File: config.mk
export PLATFORM = sky130hd
export DESIGN_NAME = dma_chan_regs
export DESIGN_NICKNAME = d
export VERILOG_FILES = /design/src/rtl/dma_regs_pkg.sv /design/src/rtl/dma_chan_ctl.sv /design/src/rtl/dma_start_stage.sv /design/src/rtl/dma_chan_regs.sv
export SDC_FILE = /design/constraint.sdc
export NUM_CORES = 2
export LEC_CHECK = 0
export BUFFER_PORTS_ARGS = -buffer_cell sky130_fd_sc_hd__buf_2
export CAP_MARGIN = 15
export CORE_ASPECT_RATIO = 0.6
export CORE_MARGIN = 5
export CORE_UTILIZATION = 50
export DETAILED_ROUTE_END_ITERATION = 7
export PLACE_DENSITY = 0.72
export SYNTH_ARGS = -nofsm -noshare
export SYNTH_HDL_FRONTEND = slang
export SYNTH_SLANG_ARGS = --single-unit
File: constraint.sdc
create_clock -name clk_i -period 2.1 [get_ports clk_i]
set_input_delay 0.21 -clock clk_i [delete_from_list [all_inputs] [get_ports clk_i]]
set_output_delay 0.21 -clock clk_i [all_outputs]
set_load 0.02 [all_outputs]
File: src/rtl/dma_regs_pkg.sv
package dma_regs_pkg;
  localparam int unsigned BUS_W  = 64;
  localparam int unsigned STRB_W = BUS_W / 8;
  localparam int unsigned OFF_W  = 9;   // word offset inside a 4 KB window

  localparam logic [OFF_W-1:0] OFF_CTL_CFG = 9'h000;
  localparam logic [OFF_W-1:0] OFF_NBYTES  = 9'h001;
  localparam logic [OFF_W-1:0] OFF_NDST    = 9'h002;
  localparam logic [OFF_W-1:0] OFF_NSRC    = 9'h003;
  localparam logic [OFF_W-1:0] OFF_XCFG    = 9'h020;
  localparam logic [OFF_W-1:0] OFF_XBYTES  = 9'h021;
  localparam logic [OFF_W-1:0] OFF_XDST    = 9'h022;
  localparam logic [OFF_W-1:0] OFF_XSRC    = 9'h023;

  localparam int unsigned CB_CLAIM   = 0;
  localparam int unsigned CB_RUN     = 1;
  localparam int unsigned CB_DONE_IE = 14;
  localparam int unsigned CB_ERR_IE  = 15;
  localparam int unsigned CB_DONE    = 30;
  localparam int unsigned CB_ERR     = 31;

  localparam logic [31:0] CTL_KEEP    = 32'hC000_C003;
  localparam logic [31:0] CFG_DEFAULT = 32'h6600_0000;

  typedef struct packed {
    logic [31:0]      cfg;
    logic [BUS_W-1:0] bytes;
    logic [BUS_W-1:0] dst;
    logic [BUS_W-1:0] src;
  } desc_t;

  localparam desc_t DESC_DEFAULT = '{cfg: CFG_DEFAULT, bytes: '0, dst: '0, src: '0};

  function automatic logic [BUS_W-1:0] strb_merge(input logic [BUS_W-1:0] old_v,
                                                  input logic [BUS_W-1:0] new_v,
                                                  input logic [STRB_W-1:0] be);
    logic [BUS_W-1:0] r;
    r = old_v;
    for (int i = 0; i < int'(STRB_W); i++) begin
      if (be[i]) r[i*8 +: 8] = new_v[i*8 +: 8];
    end
    return r;
  endfunction
endpackage

File: src/rtl/dma_chan_ctl.sv
module dma_chan_ctl
  import dma_regs_pkg::*;
(
  input  logic              clk_i,
  input  logic              rst_ni,
  input  logic              wr_i,
  input  logic [OFF_W-1:0]  off_i,
  input  logic [BUS_W-1:0]  wdata_i,
  input  logic [STRB_W-1:0] be_i,
  input  logic              upd_i,
  input  desc_t             upd_desc_i,
  input  logic              done_i,
  input  logic              err_i,
  output desc_t             next_o,
  output logic              start_o,
  output logic [BUS_W-1:0]  rdata_o,
  output logic              irq_done_o,
  output logic              irq_err_o
);
  logic [31:0]      ctl_q, ctl_d, ctl_w;
  desc_t            next_q, next_d, exec_q, exec_d;
  logic [BUS_W-1:0] mrg;
  logic             start;

  always_comb begin
    ctl_d  = ctl_q;
    next_d = next_q;
    exec_d = exec_q;
    start  = 1'b0;
    ctl_w  = '0;
    mrg    = '0;
    if (wr_i) begin
      unique case (off_i)
        OFF_CTL_CFG: begin
          mrg = strb_merge({next_q.cfg, ctl_q}, wdata_i, be_i);
          if (|be_i[7:4]) next_d.cfg = mrg[63:32];
          if (|be_i[3:0]) begin
            ctl_w = mrg[31:0] & CTL_KEEP;
            if (!ctl_q[CB_CLAIM] && ctl_w[CB_CLAIM]) next_d = DESC_DEFAULT;
            // a running channel cannot be released
            if (ctl_q[CB_RUN] && !ctl_w[CB_CLAIM]) ctl_w[CB_CLAIM] = 1'b1;
            if (!ctl_q[CB_CLAIM] || (!ctl_q[CB_RUN] && !ctl_w[CB_CLAIM])) begin
              ctl_w[CB_RUN] = 1'b0;
            end else if (ctl_w[CB_RUN] && !ctl_q[CB_RUN]) begin
              start          = 1'b1;
              ctl_w[CB_DONE] = 1'b0;
              ctl_w[CB_ERR]  = 1'b0;
            end
            ctl_d = ctl_w;
          end
        end
        OFF_NBYTES: next_d.bytes = strb_merge(next_q.bytes, wdata_i, be_i);
        OFF_NDST:   next_d.dst   = strb_merge(next_q.dst, wdata_i, be_i);
        OFF_NSRC:   next_d.src   = strb_merge(next_q.src, wdata_i, be_i);
        default: ;
      endcase
    end
    if (start)      exec_d = next_q;
    else if (upd_i) exec_d = upd_desc_i;
    if (done_i) begin
      ctl_d[CB_DONE] = 1'b1;
      ctl_d[CB_RUN]  = 1'b0;
    end
    if (err_i) begin
      ctl_d[CB_ERR] = 1'b1;
      ctl_d[CB_RUN] = 1'b0;
    end
  end

  always_ff @(posedge clk_i or negedge rst_ni) begin
    if (!rst_ni) begin
      ctl_q  <= '0;
      next_q <= DESC_DEFAULT;
      exec_q <= '0;
    end else begin
      ctl_q  <= ctl_d;
      next_q <= next_d;
      exec_q <= exec_d;
    end
  end

  always_comb begin
    unique case (off_i)
      OFF_CTL_CFG: rdata_o = {next_q.cfg, ctl_q};
      OFF_NBYTES:  rdata_o = next_q.bytes;
      OFF_NDST:    rdata_o = next_q.dst;
      OFF_NSRC:    rdata_o = next_q.src;
      OFF_XCFG:    rdata_o = {exec_q.cfg, 32'h0};
      OFF_XBYTES:  rdata_o = exec_q.bytes;
      OFF_XDST:    rdata_o = exec_q.dst;
      OFF_XSRC:    rdata_o = exec_q.src;
      default:     rdata_o = '0;
    endcase
  end

  assign next_o     = next_q;
  assign start_o    = start;
  assign irq_done_o = ctl_q[CB_DONE] & ctl_q[CB_DONE_IE];
  assign irq_err_o  = ctl_q[CB_ERR] & ctl_q[CB_ERR_IE];
endmodule

File: src/rtl/dma_start_stage.sv
module dma_start_stage
  import dma_regs_pkg::*;
#(
  parameter int unsigned NUM_CH = 2
) (
  input  logic              clk_i,
  input  logic              rst_ni,
  input  logic [NUM_CH-1:0] start_i,
  input  desc_t             desc_i,
  output logic [NUM_CH-1:0] start_o,
  output desc_t             desc_o
);
  logic [NUM_CH-1:0] start_q;
  desc_t             desc_q;

  always_ff @(posedge clk_i or negedge rst_ni) begin
    if (!rst_ni) begin
      start_q <= '0;
      desc_q  <= '0;
    end else begin
      start_q <= start_i;
      if (|start_i) desc_q <= desc_i;
    end
  end

  assign start_o = start_q;
  assign desc_o  = desc_q;
endmodule

File: src/rtl/dma_chan_regs.sv
module dma_chan_regs
  import dma_regs_pkg::*;
#(
  parameter  int unsigned NUM_CH = 2,
  parameter  int unsigned ADDR_W = 16,
  localparam int unsigned CH_W   = ADDR_W - 12,
  localparam int unsigned IDX_W  = (NUM_CH > 1) ? $clog2(NUM_CH) : 1
) (
  input  logic                clk_i,
  input  logic                rst_ni,
  input  logic                req_i,
  input  logic                we_i,
  input  logic [ADDR_W-1:3]   addr_i,
  input  logic [BUS_W-1:0]    wdata_i,
  input  logic [STRB_W-1:0]   be_i,
  output logic                rvalid_o,
  output logic [BUS_W-1:0]    rdata_o,
  output logic [NUM_CH-1:0]   start_o,
  output logic [31:0]         start_cfg_o,
  output logic [BUS_W-1:0]    start_bytes_o,
  output logic [BUS_W-1:0]    start_dst_o,
  output logic [BUS_W-1:0]    start_src_o,
  input  logic                upd_valid_i,
  input  logic [IDX_W-1:0]    upd_ch_i,
  input  logic [31:0]         upd_cfg_i,
  input  logic [BUS_W-1:0]    upd_bytes_i,
  input  logic [BUS_W-1:0]    upd_dst_i,
  input  logic [BUS_W-1:0]    upd_src_i,
  input  logic [NUM_CH-1:0]   done_i,
  input  logic [NUM_CH-1:0]   err_i,
  output logic [2*NUM_CH-1:0] irq_o
);
  logic [CH_W-1:0]   sel_ch;
  logic [OFF_W-1:0]  off;
  logic              ch_ok;
  logic [BUS_W-1:0]  rd_ch [NUM_CH];
  desc_t             next_ch [NUM_CH];
  logic [NUM_CH-1:0] start_vec, irq_d, irq_e;
  logic [BUS_W-1:0]  rd_sel;
  desc_t             start_desc, snap_desc, upd_desc;
  logic              rvalid_q;
  logic [BUS_W-1:0]  rdata_q;

  assign sel_ch   = addr_i[ADDR_W-1:12];
  assign off      = addr_i[11:3];
  assign ch_ok    = 32'(sel_ch) < NUM_CH;
  assign upd_desc = '{cfg: upd_cfg_i, bytes: upd_bytes_i, dst: upd_dst_i, src: upd_src_i};

  for (genvar g = 0; g < int'(NUM_CH); g++) begin : g_ch
    logic wr_g, upd_g;
    assign wr_g  = req_i & we_i & ch_ok & (sel_ch == CH_W'(g));
    assign upd_g = upd_valid_i & (upd_ch_i == IDX_W'(g));

    dma_chan_ctl u_ch (
      .clk_i      (clk_i),
      .rst_ni     (rst_ni),
      .wr_i       (wr_g),
      .off_i      (off),
      .wdata_i    (wdata_i),
      .be_i       (be_i),
      .upd_i      (upd_g),
      .upd_desc_i (upd_desc),
      .done_i     (done_i[g]),
      .err_i      (err_i[g]),
      .next_o     (next_ch[g]),
      .start_o    (start_vec[g]),
      .rdata_o    (rd_ch[g]),
      .irq_done_o (irq_d[g]),
      .irq_err_o  (irq_e[g])
    );

    assign irq_o[2*g]   = irq_d[g];
    assign irq_o[2*g+1] = irq_e[g];
  end

  always_comb begin
    rd_sel     = '0;
    start_desc = '0;
    for (int i = 0; i < int'(NUM_CH); i++) begin
      if (ch_ok && sel_ch == CH_W'(i)) rd_sel = rd_ch[i];
      if (start_vec[i]) start_desc = next_ch[i];
    end
  end

  always_ff @(posedge clk_i or negedge rst_ni) begin
    if (!rst_ni) begin
      rvalid_q <= 1'b0;
      rdata_q  <= '0;
    end else begin
      rvalid_q <= req_i & ~we_i;
      if (req_i && !we_i) rdata_q <= rd_sel;
    end
  end

  dma_start_stage #(.NUM_CH(NUM_CH)) u_start (
    .clk_i   (clk_i),
    .rst_ni  (rst_ni),
    .start_i (start_vec),
    .desc_i  (start_desc),
    .start_o (start_o),
    .desc_o  (snap_desc)
  );

  assign rvalid_o      = rvalid_q;
  assign rdata_o       = rdata_q;
  assign start_cfg_o   = snap_desc.cfg;
  assign start_bytes_o = snap_desc.bytes;
  assign start_dst_o   = snap_desc.dst;
  assign start_src_o   = snap_desc.src;
endmodule

Word-level counts from Yosys, hierarchy flattened
Cells that the tools add are included.
{ "word_totals": {"reg_bits": 1199, "input_bits": 319, "out_inout_bits": 295, "word_cells": 320} }
{ "op_classes": {"order_cmp": 1, "eq_ne": 35, "n_mux": 86, "bitwise_logic": 13, "n_reduce_logical": 110} }
{ "op_table": {"columns": ["op", "count"], "rows": [
  ["$mux W224", 10],
  ["$pmux W64 S8", 2],
  ["$pmux W64 S2", 6],
  ["$mux W32", 8],
  ["$reduce_and A5 Y1", 48],
  ["$mux W8", 20],
  ["$mux W64", 2],
  ["$ne A2 B2 Y1 const B", 24],
  ["$eq A9 B6 Y1 const B", 4],
  ["$reduce_bool A2 Y1", 17],
  ["$mux W1", 28],
  ["$reduce_and A3 Y1", 8],
  ["$mux W2", 10],
  ["$eq A9 B2 Y1 const B", 2],
  ["$reduce_bool A3 Y1", 6],
  ["$and A1 B1 Y1", 11],
  ["$logic_and A1 B1 Y1", 11],
  ["$eq A9 B1 Y1 const B", 1],
  ["$logic_not A1 Y1", 9],
  ["$logic_not A9 Y1", 1],
  ["$reduce_and A4 Y1", 2],
  ["$reduce_or A4 Y1", 2],
  ["$ne A2 B1 Y1 const B", 3],
  ["$eq A4 B1 Y1 const B", 1],
  ["other kinds (6)", 9]
]} }

Logic depth before layout (Yosys ltp)
{ "depth": {"depth_word": 19, "mapped_depth": 10, "depth_no_buf": 6} }

By module
From an unflattened synthesis, not the netlist that was laid out.
{ "hier_totals": {"cells_unflattened": 5301, "area_unflattened_um2": 62972.9} }
{ "by_module_without_submodules": {"columns": ["module", "n_inst", "cells_per_inst", "area_per_inst_um2", "seq_area_each_um2"], "rows": [
  ["dma_chan_ctl", 2, 2126, 24504.8, 11365.9],
  ["dma_start_stage", 1, 475, 8354.3, 5655.4],
  ["dma_chan_regs", 1, 574, 5609.1, 1626.6]
]} }

Worst setup path after synthesis
No wires, ideal clock.
{ "synth_path": {"path_kind": "input to register", "start": "input addr_i[11] in the netlist's numbering", "end": "register g_ch[1].u_ch.next_q, in the netlist g_ch[1].u_ch.next_o[56]", "setup_time_ns": 0.125, "arrival_ns": 2.007, "required_time_ns": 1.975, "setup_slack_ns": -0.032, "cell_stages": 8, "path_buffers": 3, "path_cell_list": "nor4_4 buf_4 nand2_1 buf_2 or3_1 buf_6 nor2_8 mux2_2"} }
{ "synth_via": {"elab_chain_len": 3, "elab_cells_between_ends": 8, "cone_classes": "4 x eq/ne; 1 x mux; 3 x reduce/logical"} }
{ "synth_rtl": {"columns": ["item", "line_no", "text"], "rows": [
  ["start, declared", "dma_chan_regs.sv:13", "input logic [ADDR_W-1:3] addr_i,"],
  ["$eq A9 B2 Y1 / $logic_not A9 Y1 (equally long branches)", "dma_chan_ctl.sv:33", "unique case (off_i)"],
  ["$ne A2 B2 Y1 (no line), or another cell as far along", null, null],
  ["$reduce_and A5 Y1 (no line)", null, null],
  ["end signal, assigned", "dma_chan_ctl.sv:77", "next_q <= next_d;"],
  ["end, declared", "dma_chan_ctl.sv:21", "desc_t next_q, next_d, exec_q, exec_d;"]
]} }
Parallel ways exist; a longest one is shown, timed or not.
A chain may end at the register's enable or synchronous reset.

Worst setup path after layout
{ "layout_path": {"start": "register g_ch[0].u_ch.ctl_q[0]", "end": "register g_ch[0].u_ch.next_q, in the netlist g_ch[0].u_ch.next_o[23]"} }
{ "layout_via": {"elab_chain_len": 6, "elab_cells_between_ends": 7, "cone_classes": "1 x eq/ne; 3 x mux; 3 x reduce/logical"} }
{ "layout_rtl": {"columns": ["item", "line_no", "text"], "rows": [
  ["start, declared", "dma_chan_ctl.sv:20", "logic [31:0] ctl_q, ctl_d, ctl_w;"],
  ["start signal, assigned", "dma_chan_ctl.sv:76", "ctl_q <= ctl_d;"],
  ["$mux W2", "dma_regs_pkg.sv:40", "if (be[i]) r[i*8 +: 8] = new_v[i*8 +: 8];"],
  ["$mux W2", "dma_chan_ctl.sv:33", null],
  ["$mux W2", "dma_chan_ctl.sv:32", "if (wr_i) begin"],
  ["$logic_and A1 B1 Y1 (*)", "dma_chan_ctl.sv:39", "if (!ctl_q[CB_CLAIM] && ctl_w[CB_CLAIM]) next_d = DESC_DEFAULT;"],
  ["$ne A2 B1 Y1 (no line) (*)", null, null],
  ["$reduce_and A5 Y1 (no line) (*)", null, null],
  ["end signal, assigned", "dma_chan_ctl.sv:77", null],
  ["end, declared", "dma_chan_ctl.sv:21", null]
]} }
Mark *: on every way between the ends. The rest lies on a longest branch, timed or not. The select of a mux whose other input is x is not followed.

==> impl_metrics.env <==
export IMPL_outcome="finished with violations"
export IMPL_violations="hold timing, setup timing"
export IMPL_syn_inst=5466
export IMPL_fin_nets=6860
export IMPL_yosysTopAreaCellShare=0.532
export IMPL_syn_avg_cell_area_sq_um=10.2
export IMPL_netlist_cell_type_count=75
export IMPL_final_fill_count=8728
export IMPL_fin_area_sq_mm=0.0718
export IMPL_clk_insertion_delay_late_ps=750
export IMPL_ys_warnings_count=0
export IMPL_cts_buffers_inserted=110
export IMPL_final_layout_size_suffix_gt1_frac=0.230
export IMPL_ys_flop_type="sky130_fd_sc_hd__dfrtp_1"
export IMPL_die_width_um=442
export IMPL_route_detailed_vias_per_inst=6.44
export IMPL_finClkSkew_ps=24.6
export IMPL_drt_pass1_iterations=7
export IMPL_ir_drop_mv=0.655
export IMPL_ant_nets_after_route=0
export IMPL_final_hold_viols=8
export IMPL_grt_first_pass_wirelength_um=354000
export IMPL_htreeDepth=3
export IMPL_wirelength_um=243000
export IMPL_ys_seq_area_frac=0.536
export IMPL_r2r_setup_slack_ps=-40
export IMPL_crit_required_ps=2710
export IMPL_highest_achievable_clock_rate_mhz=467
export IMPL_worstRegToRegCells=6
export IMPL_worstHoldPathType="in2async"
export IMPL_unrepaired_setup_endpoints_after_global_routing="yes"
export IMPL_critical_path_reg2reg_endpoint="g_ch[0].u_ch.next_o[23]"
export IMPL_post_synth_instance_area_sq_mm=0.0560
export IMPL_pleak_nw=35.4
export IMPL_finish_cell_count_without_fillers=8177
export IMPL_core_ar_sq_mm=0.112
export IMPL_switching_power_of_the_nets_w=0.0134
export IMPL_io_buffers=613
export IMPL_post_synth_top_area_cell="sky130_fd_sc_hd__dfrtp_1"
export IMPL_drc=0
export IMPL_globalRoute_totalOverflow=0
export IMPL_groute_usage_overall=0.396
export IMPL_post_synth_main_area_contributors="sky130_fd_sc_hd__dfrtp_1 53%, sky130_fd_sc_hd__mux2i_1 12%, sky130_fd_sc_hd__nand2_1 7.7%"
export IMPL_timing_max_transition_violations_final=0
export IMPL_die_area_sq_mm=0.119
export IMPL_fin_crit_sh=1.02
export IMPL_initial_core_utilization=0.502
export IMPL_ys_async_sr_fraction=1.00
export IMPL_largest_net_degree_at_the_start_of_global_routing=84
export IMPL_critical_path_reg2reg_startpoint="g_ch[0].u_ch.ctl_q[0]"
export IMPL_worst_hold_slack_ps=-14.4
export IMPL_global_route_peak_usage_layer="met1"
export IMPL_slew_headroom=0.286
export IMPL_final_seq_area_sq_mm=0.0300
export IMPL_global_route_usage_met1=0.540
export IMPL_place_detailed_instances=7634
export IMPL_grt_use_met2=0.537
export IMPL_number_of_antenna_violations_at_the_first_check_in_global_routing=44
export IMPL_critPathArrivalTime_ps=2750
export IMPL_final_setup_worst_slack_ps=-40.1
export IMPL_clk_sinks=1199
export IMPL_timing_max_cap_violations=0
export IMPL_endpoint_kind_of_the_worst_setup_timing_path="register"
export IMPL_powerDensity_mw_per_mm2=732
export IMPL_netlist_top_cells_count="1191 x sky130_fd_sc_hd__dfrtp_1, 1143 x sky130_fd_sc_hd__nand2_1, 783 x sky130_fd_sc_hd__o21ai_0, 649 x sky130_fd_sc_hd__mux2i_1, 249 x sky130_fd_sc_hd__nand3_1"
export IMPL_detailedPlacementHpwl_um=170000
export IMPL_switching_share=0.255
export IMPL_cts_root_buffer_cell="sky130_fd_sc_hd__clkbuf_16"
export IMPL_gp_congestion=0.970
export IMPL_criticalPathCategory="reg2reg"
export IMPL_chipHeight_um=269
export IMPL_timing_critical_path_fanout_max=8
export IMPL_area_growth_syn_to_layout_pct=28.3
export IMPL_yosys_cell_count_top_type="sky130_fd_sc_hd__dfrtp_1"
export IMPL_ctsLongestPathBuffers=3
export IMPL_postSynthNetCount=5785
export IMPL_fin_total_pwr_w=0.0526
export IMPL_worst_slew_pin_slew_ps=1070
export IMPL_grt_pass1_vias=51765
export IMPL_cp_start_kind="register"
export IMPL_placement_cell_area_sq_mm=0.0649
export IMPL_via_count=52675
export IMPL_power_report_internal_total_w=0.0392
export IMPL_synth_enable_flop_cells=0
export IMPL_groute_layer_met3_usage=0.160
export IMPL_share_of_the_core_filled_with_cells=0.644
export IMPL_ys_ff_latch=1199
export IMPL_clockPowerShare=0.416
export IMPL_timing_final_setup_violations=10
export IMPL_tritoncts_clock_tree="done"
export IMPL_seq_power_share=0.480
export IMPL_multi_input_area_sq_mm=0.0244
export IMPL_floorplan_rows=95
export IMPL_final_period_minus_worst_setup_slack_ps=2140
export IMPL_power_share_combinational=0.104
export IMPL_detail_route_wl_per_cell_um=29.7
export IMPL_clk_transition_reported_paths_ps=70
export IMPL_drt_iter0_markers=7820
export IMPL_io_pins=614
## cells in the final DEF (no fill, tap or decap), drive strengths merged, types with 22 or more instances in the layout
| master | count |
|---|---|
| a21oi | 111 |
| a221o | 32 |
| a221oi | 49 |
| a22o | 84 |
| a22oi | 66 |
| and3 | 73 |
| buf | 1067 |
| clkbuf | 174 |
| dfrtp | 1191 |
| diode | 38 |
| dlygate4sd3 | 297 |
| mux2 | 172 |
| mux2i | 649 |
| nand2 | 1144 |
| nand3 | 249 |
| nor2 | 124 |
| nor3 | 30 |
| o211ai | 25 |
| o21ai | 798 |
| o22ai | 60 |
| or2 | 22 |
## stage by stage
step | worst slack [ps] | setup TNS [ps] | hold WS, ps
2_1_floorplan | 0.0930 | 0 | -85.6
3_3_place_gp | -357 | -251220 | 162
3_5_place_dp | -409 | -290260 | 164
4_1_cts | -8.90 | -20.3 | 10.3
5_1_grt | -41.3 | -297 | 0.961
6_report | -40.1 | -183 | -14.4
## per-layer routing
metal | vias up | share of wire
li1 | 21747 | -
met1 | 25801 | 0.38
met2 | 4189 | 0.40
met3 | 922 | 0.15
met4 | 16 | 0.065
met5 | - | 0.00047
## critical path, cell delays in order, from the launching register on
cell	delay [ps]
sky130_fd_sc_hd__dfrtp_1	380
sky130_fd_sc_hd__and3b_2	320
sky130_fd_sc_hd__a21oi_1	120
sky130_fd_sc_hd__or3_4	380
sky130_fd_sc_hd__buf_8	170
sky130_fd_sc_hd__nor2_8	270
sky130_fd_sc_hd__mux2_2	380
## timing repair
action,in CTS,in global routing
endpoints found under the hold margin,1632,0
cloned,0,0
pin swaps,4,5
setup endpoints to repair,71,72
hold buffers,297,0
resized for setup,2,8
buffers inserted,1,0
## state kept, by name, indices dropped and copies added, names as in the netlist
name              flops
rdata_o              64
g_ch.u_ch.ctl_q      12
rvalid_o              1
g_ch.u_ch.exec_q    448
u_start.start_o       2
u_start.desc_o      224
g_ch.u_ch.next_o    448
## power groups by stage
| stage | Combinational (W) | Clock (W) | Sequential [W] |
|---|---|---|---|
| 3_5_place_dp | 0.00481 | 0 | 0.0256 |
| 4_1_cts | 0.00530 | 0.0218 | 0.0252 |
| 5_1_grt | 0.00582 | 0.0229 | 0.0254 |
| 6_report | 0.00547 | 0.0219 | 0.0253 |
| 2_1_floorplan | 0.00238 | 0 | 0.0253 |
| 3_3_place_gp | 0.00467 | 0 | 0.0256 |
## cell families after synthesis
logic type,Yosys count,synth area share
AND/OR/NAND/NOR,1700,0.135
AO/OA/AOI/OAI,1330,0.144
flip-flops,1199,0.536
multiplexers,831,0.155
buffers and inverters,406,0.0315
## how the worst max path moves through the flow
stage | endpoint | slack (ps) | cells past startpoint | startpoint
after detailed placement | rdata_o[24] | -410 | 7 | addr_i[9]
final | g_ch[0].u_ch.next_o[23] | -40 | 6 | g_ch[0].u_ch.ctl_q[0]
after floorplan | g_ch[1].u_ch.next_o[0] | 0.09 | 7 | addr_i[11]
after global placement | rdata_o[62] | -360 | 8 | addr_i[9]
after global routing | g_ch[0].u_ch.next_o[16] | -40 | 6 | g_ch[0].u_ch.ctl_q[0]
after CTS | g_ch[0].u_ch.next_o[18] | -9 | 6 | g_ch[0].u_ch.ctl_q[0]
## layout make-up
cell class	instances	share of cell area
Clock inverter	33	0.00653
Multi-Input combinational cell	3861	0.339
Clock buffer	174	0.0474
Antenna cell	38	0.00132
Timing Repair Buffer	1364	0.161
Tap cell	1503	0.0262
Sequential cell	1199	0.418
Inverter	5	0.000261
(Power assumes the default switching activity.)
